==> src/rtl/trc_pkg.sv <==
package trc_pkg;

   typedef enum logic [1:0] {
      ST_IDLE = 2'd0,
      ST_PRE  = 2'd1,
      ST_POST = 2'd2,
      ST_DONE = 2'd3
   } trc_state_e;

endpackage

==> src/rtl/trc_ctrl.sv <==
module trc_ctrl
   import trc_pkg::*;
#(
   parameter int DEPTH  = 16,
   parameter int ADDR_W = $clog2(DEPTH)
) (
   input  logic              clk,
   input  logic              rst_n,
   input  logic              arm_i,
   input  logic              smp_valid_i,
   input  logic              trig_i,
   input  logic [ADDR_W-1:0] post_cnt_i,
   output logic              wr_en_o,
   output logic [ADDR_W-1:0] wr_ptr_o,
   output logic [ADDR_W-1:0] ev_addr_o,
   output logic              wrapped_o,
   output logic              busy_o,
   output logic              done_o
);

   localparam logic [ADDR_W-1:0] LAST_ADDR = ADDR_W'(DEPTH - 1);

   trc_state_e        state_q;
   logic [ADDR_W-1:0] wr_ptr_q;
   logic [ADDR_W-1:0] left_q;
   logic [ADDR_W-1:0] ev_addr_q;
   logic              wrapped_q;
   logic              capturing;
   logic              ev_hit;

   assign capturing = (state_q == ST_PRE) || (state_q == ST_POST);
   assign wr_en_o   = capturing && smp_valid_i && !arm_i;
   assign ev_hit    = wr_en_o && (state_q == ST_PRE) && trig_i;

   always_ff @(posedge clk or negedge rst_n) begin
      if (!rst_n) begin
         state_q   <= ST_IDLE;
         wr_ptr_q  <= '0;
         left_q    <= '0;
         ev_addr_q <= '0;
         wrapped_q <= 1'b0;
      end else if (arm_i) begin
         state_q   <= ST_PRE;
         wr_ptr_q  <= '0;
         left_q    <= '0;
         ev_addr_q <= '0;
         wrapped_q <= 1'b0;
      end else if (wr_en_o) begin
         wr_ptr_q <= wr_ptr_q + 1'b1;
         if (wr_ptr_q == LAST_ADDR) begin
            wrapped_q <= 1'b1;
         end
         if (ev_hit) begin
            ev_addr_q <= wr_ptr_q;
            if (post_cnt_i == '0) begin
               state_q <= ST_DONE;
            end else begin
               state_q <= ST_POST;
               left_q  <= post_cnt_i;
            end
         end else if (state_q == ST_POST) begin
            left_q <= left_q - 1'b1;
            if (left_q == ADDR_W'(1)) begin
               state_q <= ST_DONE;
            end
         end
      end
   end

   assign wr_ptr_o  = wr_ptr_q;
   assign ev_addr_o = ev_addr_q;
   assign wrapped_o = wrapped_q;
   assign busy_o    = capturing;
   assign done_o    = (state_q == ST_DONE);

   AST_PTR_STEP: assert property (@(posedge clk) disable iff (!rst_n)
      wr_en_o |=> (wr_ptr_q == ADDR_W'($past(wr_ptr_q) + 1'b1)));
   AST_PTR_HOLD: assert property (@(posedge clk) disable iff (!rst_n)
      (!wr_en_o && !arm_i) |=> $stable(wr_ptr_q));
   AST_DONE_HOLDS: assert property (@(posedge clk) disable iff (!rst_n)
      (done_o && !arm_i) |=> (done_o && $stable(wr_ptr_q)));
   AST_WRAP_STICKY: assert property (@(posedge clk) disable iff (!rst_n)
      (wrapped_q && !arm_i) |=> wrapped_q);
   AST_ARM_CLEARS: assert property (@(posedge clk) disable iff (!rst_n)
      arm_i |=> (state_q == ST_PRE && wr_ptr_q == '0 && !wrapped_q));
   AST_IDLE_IGNORES_TRIG: assert property (@(posedge clk) disable iff (!rst_n)
      (state_q == ST_IDLE && !arm_i) |=> (state_q == ST_IDLE));
   AST_POST_IGNORES_TRIG: assert property (@(posedge clk) disable iff (!rst_n)
      (state_q == ST_POST && !arm_i && wr_en_o) |=> (left_q == ADDR_W'($past(left_q) - 1'b1)));

endmodule

==> src/rtl/trc_store.sv <==
module trc_store #(
   parameter int SAMPLE_W = 16,
   parameter int DEPTH    = 16,
   parameter int ADDR_W   = $clog2(DEPTH),
   parameter bit RD_PIPE  = 1'b0
) (
   input  logic                clk,
   input  logic                wr_en_i,
   input  logic [ADDR_W-1:0]   wr_addr_i,
   input  logic [SAMPLE_W-1:0] wr_data_i,
   input  logic                rd_en_i,
   input  logic [ADDR_W-1:0]   rd_addr_i,
   output logic [SAMPLE_W-1:0] rd_data_o
);

   logic [SAMPLE_W-1:0] ring_q [DEPTH];
   logic [SAMPLE_W-1:0] rd_q;

   always_ff @(posedge clk) begin
      if (wr_en_i) begin
         ring_q[wr_addr_i] <= wr_data_i;
      end
   end

   always_ff @(posedge clk) begin
      if (rd_en_i) begin
         rd_q <= ring_q[rd_addr_i];
      end
   end

   generate
      if (RD_PIPE) begin : g_pipe
         logic [SAMPLE_W-1:0] rd_pipe_q;
         always_ff @(posedge clk) begin
            rd_pipe_q <= rd_q;
         end
         assign rd_data_o = rd_pipe_q;
      end else begin : g_direct
         assign rd_data_o = rd_q;
      end
   endgenerate

endmodule

==> src/rtl/trc_order.sv <==
module trc_order #(
   parameter int DEPTH  = 16,
   parameter int ADDR_W = $clog2(DEPTH),
   parameter int CNT_W  = ADDR_W + 1
) (
   input  logic              wrapped_i,
   input  logic [ADDR_W-1:0] stop_ptr_i,
   input  logic [ADDR_W-1:0] ev_addr_i,
   input  logic [ADDR_W-1:0] rd_idx_i,
   output logic [ADDR_W-1:0] rd_addr_o,
   output logic [ADDR_W-1:0] ev_pos_o,
   output logic [CNT_W-1:0]  valid_cnt_o
);

   localparam logic [CNT_W-1:0] FULL_CNT = CNT_W'(DEPTH);

   logic [ADDR_W-1:0] oldest;

   assign oldest      = wrapped_i ? stop_ptr_i : '0;
   assign rd_addr_o   = oldest + rd_idx_i;
   assign ev_pos_o    = ev_addr_i - oldest;
   assign valid_cnt_o = wrapped_i ? FULL_CNT : {1'b0, stop_ptr_i};

endmodule

==> src/rtl/trc_window_capture.sv <==
module trc_window_capture #(
   parameter int SAMPLE_W = 16,
   parameter int DEPTH    = 16,
   parameter bit RD_PIPE  = 1'b0,
   localparam int ADDR_W  = $clog2(DEPTH),
   localparam int CNT_W   = ADDR_W + 1
) (
   input  logic                clk,
   input  logic                rst_n,
   input  logic                arm_i,
   input  logic [ADDR_W-1:0]   post_cnt_i,
   input  logic                smp_valid_i,
   input  logic [SAMPLE_W-1:0] smp_data_i,
   input  logic                trig_i,
   output logic                busy_o,
   output logic                done_o,
   output logic                wrapped_o,
   output logic [CNT_W-1:0]    valid_cnt_o,
   output logic [ADDR_W-1:0]   trig_pos_o,
   input  logic                rd_en_i,
   input  logic [ADDR_W-1:0]   rd_idx_i,
   output logic [SAMPLE_W-1:0] rd_data_o
);

   initial begin
      assert (DEPTH >= 2 && (1 << ADDR_W) == DEPTH)
         else $error("DEPTH must be a power of two of at least 2");
      assert (SAMPLE_W >= 1)
         else $error("SAMPLE_W must be positive");
   end

   logic              wr_en;
   logic [ADDR_W-1:0] wr_ptr;
   logic [ADDR_W-1:0] ev_addr;
   logic [ADDR_W-1:0] rd_addr;

   trc_ctrl #(
      .DEPTH  (DEPTH),
      .ADDR_W (ADDR_W)
   ) i_ctrl (
      .clk         (clk),
      .rst_n       (rst_n),
      .arm_i       (arm_i),
      .smp_valid_i (smp_valid_i),
      .trig_i      (trig_i),
      .post_cnt_i  (post_cnt_i),
      .wr_en_o     (wr_en),
      .wr_ptr_o    (wr_ptr),
      .ev_addr_o   (ev_addr),
      .wrapped_o   (wrapped_o),
      .busy_o      (busy_o),
      .done_o      (done_o)
   );

   trc_order #(
      .DEPTH  (DEPTH),
      .ADDR_W (ADDR_W),
      .CNT_W  (CNT_W)
   ) i_order (
      .wrapped_i   (wrapped_o),
      .stop_ptr_i  (wr_ptr),
      .ev_addr_i   (ev_addr),
      .rd_idx_i    (rd_idx_i),
      .rd_addr_o   (rd_addr),
      .ev_pos_o    (trig_pos_o),
      .valid_cnt_o (valid_cnt_o)
   );

   trc_store #(
      .SAMPLE_W (SAMPLE_W),
      .DEPTH    (DEPTH),
      .ADDR_W   (ADDR_W),
      .RD_PIPE  (RD_PIPE)
   ) i_store (
      .clk       (clk),
      .wr_en_i   (wr_en),
      .wr_addr_i (wr_ptr),
      .wr_data_i (smp_data_i),
      .rd_en_i   (rd_en_i),
      .rd_addr_i (rd_addr),
      .rd_data_o (rd_data_o)
   );

   AST_BUSY_DONE_EXCL: assert property (@(posedge clk) disable iff (!rst_n)
      busy_o |-> !done_o);
   AST_COUNT_BOUND: assert property (@(posedge clk) disable iff (!rst_n)
      valid_cnt_o <= CNT_W'(DEPTH));
   AST_FULL_WHEN_WRAPPED: assert property (@(posedge clk) disable iff (!rst_n)
      $rose(wrapped_o) |-> (valid_cnt_o == CNT_W'(DEPTH)));

endmodule

==> config.mk <==
export PLATFORM = sky130hd
export DESIGN_NAME = trc_window_capture
export DESIGN_NICKNAME = d
export VERILOG_FILES = /design/src/rtl/trc_pkg.sv /design/src/rtl/trc_ctrl.sv /design/src/rtl/trc_store.sv /design/src/rtl/trc_order.sv /design/src/rtl/trc_window_capture.sv
export SDC_FILE = /design/constraint.sdc
export NUM_CORES = 1
export LEC_CHECK = 0
export BUFFER_PORTS_ARGS = -buffer_cell sky130_fd_sc_hd__buf_4
export CELL_PAD_IN_SITES_DETAIL_PLACEMENT = 1
export CELL_PAD_IN_SITES_GLOBAL_PLACEMENT = 2
export CORE_ASPECT_RATIO = 1.1
export CORE_UTILIZATION = 40
export CTS_CLUSTER_SIZE = 8
export DETAILED_ROUTE_END_ITERATION = 16
export PLACE_DENSITY_LB_ADDON = 0.1
export SYNTH_ARGS = -nofsm -noshare
export SYNTH_HDL_FRONTEND = slang
export SYNTH_SLANG_ARGS = --single-unit
export TNS_END_PERCENT = 10
==> constraint.sdc <==
create_clock -name clk -period 4.3 [get_ports clk]
set_input_delay 1.29 -clock clk [delete_from_list [all_inputs] [get_ports clk]]
set_output_delay 1.29 -clock clk [all_outputs]
set_load 0.05 [all_outputs]
==> qor.yml <==
run_status:
  status: "finished, final reports clean"
logic_synthesis:
  yosys.area.top_type_share: 0.673
  ys_seq_elements: 287
  syn-cell-area_sq_mm: 0.0121
  synth_edf_count: 272
  synth-async-reset-ratio: 0.0523
  syn_inst: 771
  yosys_warnings: 0
  netlist_top_cells_area: "edfxtp_1 (67%), mux2i_1 (12%), nand3_1 (5.4%)"
  synth_top_cell_by_area: "edfxtp_1"
  ys.flop_type: "edfxtp_1"
  synth_seq_area_share: 0.704
  synth.distinct_cells: 44
  syn_nets: 818
  syn_avg_cell_area_sq_um: 15.7
final_layout:
  num_antenna_cells: 0
  drive_gt1_frac: 0.184
  design_area_sq_mm: 0.0142
  nets: 904
  syn_to_final_growth_pct: 16.9
worst_hold_path:
  hold_start: "i_ctrl.ev_addr_o[3]$_DFFE_PN0P_"
  min_path_type: "flop to flop"
routing:
  antenna_left: 0
  vias: 6896
  postRouteWirelength_um: 31200
  vias_per_cell: 5.53
  first_iter_violations: 378
  drcViolationCount: 0
  wire_per_inst_um: 25.0
  drtPass1Iterations: 4
power:
  p_total_w: 0.00647
  p_per_area_mw_per_mm2: 456
  irDropWorstVdd_uv: 259
  p_leak_nw: 5.22
critical_path:
  worstPathMaxFanout: 11
  crit_path_max_incr_delay_ns: 0.56
  path_class: "flop to primary output"
  required_ns: 3.01
  rr_startpoint: "i_ctrl.wrapped_o$_DFFE_PN0P_"
  worstPathArrival_ns: 2.32
  startpoint_type: "flop"
  path_delay_family: "flip-flops"
  critPathSlowestCell: "dfrtp_1"
  cp-startpoint: "i_ctrl.wrapped_o$_DFFE_PN0P_"
  rrSetupSlack_ns: 1.17
  worstPathCellList: "and2_1 > ha_1 > inv_1 > fa_1 > xor2_1 > buf_4"
  critPathBufInv: 2
  end_kind: "primary output"
sta:
  maxSlewHeadroom: 0.421
  period_share: 0.839
  period_minus_slack_ns: 3.61
  hold_violations: 0
  timing.hold.ws_ns: 0.574
  fin_setup_tns_ns: 0
  worstMarginPinSlew_ns: 0.862
  clock_skew_ns: 0.0234
  setup_viol: 0
  fmax_mhz: 277
  rsz0062_at_grt: "false"
  slew_violations: 0
global_routing:
  antenna_found_initial: 0
  grt_pass1_vias: 7509
  grt_start_max_net_pins: 65
  grt_pass1_wl_um: 47000
  grt.overflow.total: 0
  track_usage: 0.208
clock_tree:
  htreeDepth: 2
  postCtsSetupBuffers: 0
  clock_latency_ns: 0.53
  clk_path_buf_depth: 3
  ctsHoldBuffers: 0
  clock-sinks: 287
  clkSlewWorstSetupHoldPaths_ns: 0.05
  cts_root_buf: "clkbuf_16"
  cts_tree: "yes"
  cts_buffers: 41
  cts_resized: 0
placed_design:
  dp_hpwl_um: 17600
  placed_area_sq_mm: 0.0130
  port_buffers: 57
  gp_congestion: 0.754
floorplanning:
  core_area_sq_mm: 0.0297
  start_util: 0.408
  num_rows: 66
  boundaryPins: 58
  dieHeight_um: 185
  die-area_sq_mm: 0.0310
  die_w_um: 168
run:
  maxCapViolations: 0
## kinds of logic after synthesis
group,Yosys count,share of synthesized area
flip-flops,287,0.704
adder cells (fa/ha/maj),17,0.0188
XOR/XNOR,10,0.0125
buffers and inverters,63,0.0368
AO/OA/AOI/OAI,26,0.0142
multiplexers,146,0.120
AND/OR/NAND/NOR,222,0.0929
## final timing paths
kind                                                        end  depth (start not counted)
worst min register to register  i_ctrl.ev_addr_o[3]$_DFFE_PN0P_                          2
max in group asynchronous          i_ctrl.left_q[0]$_DFFE_PN0P_                          1
min in group asynchronous       i_ctrl.ev_addr_o[2]$_DFFE_PN0P_                          1
worst max register to register  i_store.rd_data_o[10]$_DFFE_PP_                          8
worst min-delay path            i_ctrl.ev_addr_o[3]$_DFFE_PN0P_                          2
worst max-delay path                              trig_pos_o[2]                          6
## synth_stat cells (2+ instances only)
master / n
buf_8: 2
mux2i_1: 146
nor4_1: 3
dlygate4sd1_1: 3
clkbuf_8: 4
xor2_1: 4
xnor2_1: 2
buf_4: 5
nor3_1: 5
a21oi_1: 7
o31ai_1: 3
o21ai_0: 6
nand4_1: 33
ha_1: 15
nand2_1: 17
a21o_1: 2
nor2b_1: 3
clkbuf_1: 5
fa_1: 2
buf_6: 13
edfxtp_1: 272
dfrtp_1: 15
xnor2_4: 2
nand2b_1: 6
buf_2: 13
nor2_1: 21
inv_1: 15
nand3_1: 130
buf_1: 2
## cell usage in the layout (no fill, tap or decap), drive strengths merged, types with 8 or more instances in the layout
cell	n
nand2	18
clkbuf	58
nand4	33
dfrtp	15
a21oi	8
nor2	21
edfxtp	272
inv	17
mux2i	146
ha	15
nand3	130
buf	90
## cell type report
cell class | instances | area [sq um]
Inverter | 16 | 60.1
Multi-Input combinational cell | 421 | 3200
Clock inverter | 1 | 8.76
Timing Repair Buffer | 90 | 763
Clock buffer | 58 | 1130
Sequential cell | 287 | 8540
Tap cell | 374 | 468
Fill cell | 2927 | 15600
## state kept, by name, summed over array words and instances (netlist names)
name and flops:
i_ctrl.ev_addr_o 4, i_ctrl.left_q 4, i_ctrl.state_q 2, i_ctrl.wr_ptr_o 4, i_ctrl.wrapped_o 1, i_store.rd_data_o 16, i_store.ring_q 256
## routing by layer
| layer | share of wire | vias to the layer above | global-route usage |
|---|---|---|---|
| li1 | - | 3133 | - |
| met4 | 0.025 | 0 | 0.0672 |
| met5 | 0 | - | 0 |
| met2 | 0.49 | 158 | 0.354 |
| met1 | 0.44 | 3546 | 0.269 |
| met3 | 0.038 | 59 | 0.0356 |
## power by group
part           internal [W]  switching [W]
clock network       0.00179        0.00111
logic              0.000148       0.000290
registers           0.00311      0.0000223
## through the flow
stage               std cells   util  worst slack, ns
floorplan                 771      -            0.606
global placement         1188  0.438            0.533
detailed placement       1188  0.438            0.517
CTS                      1247  0.477            0.664
global route             1247  0.477            0.522
finish                   1247  0.477            0.694
## worst reg2reg max path, delay by kind of cell, from the launching register on
kind	cells	cell delay, ns
fa+ha+maj	2	1.15
buf+inv	1	0.30
flops	1	0.51
mux	2	0.41
simple gates	3	0.48
Note: power is estimated with default switching activity, not from simulation.
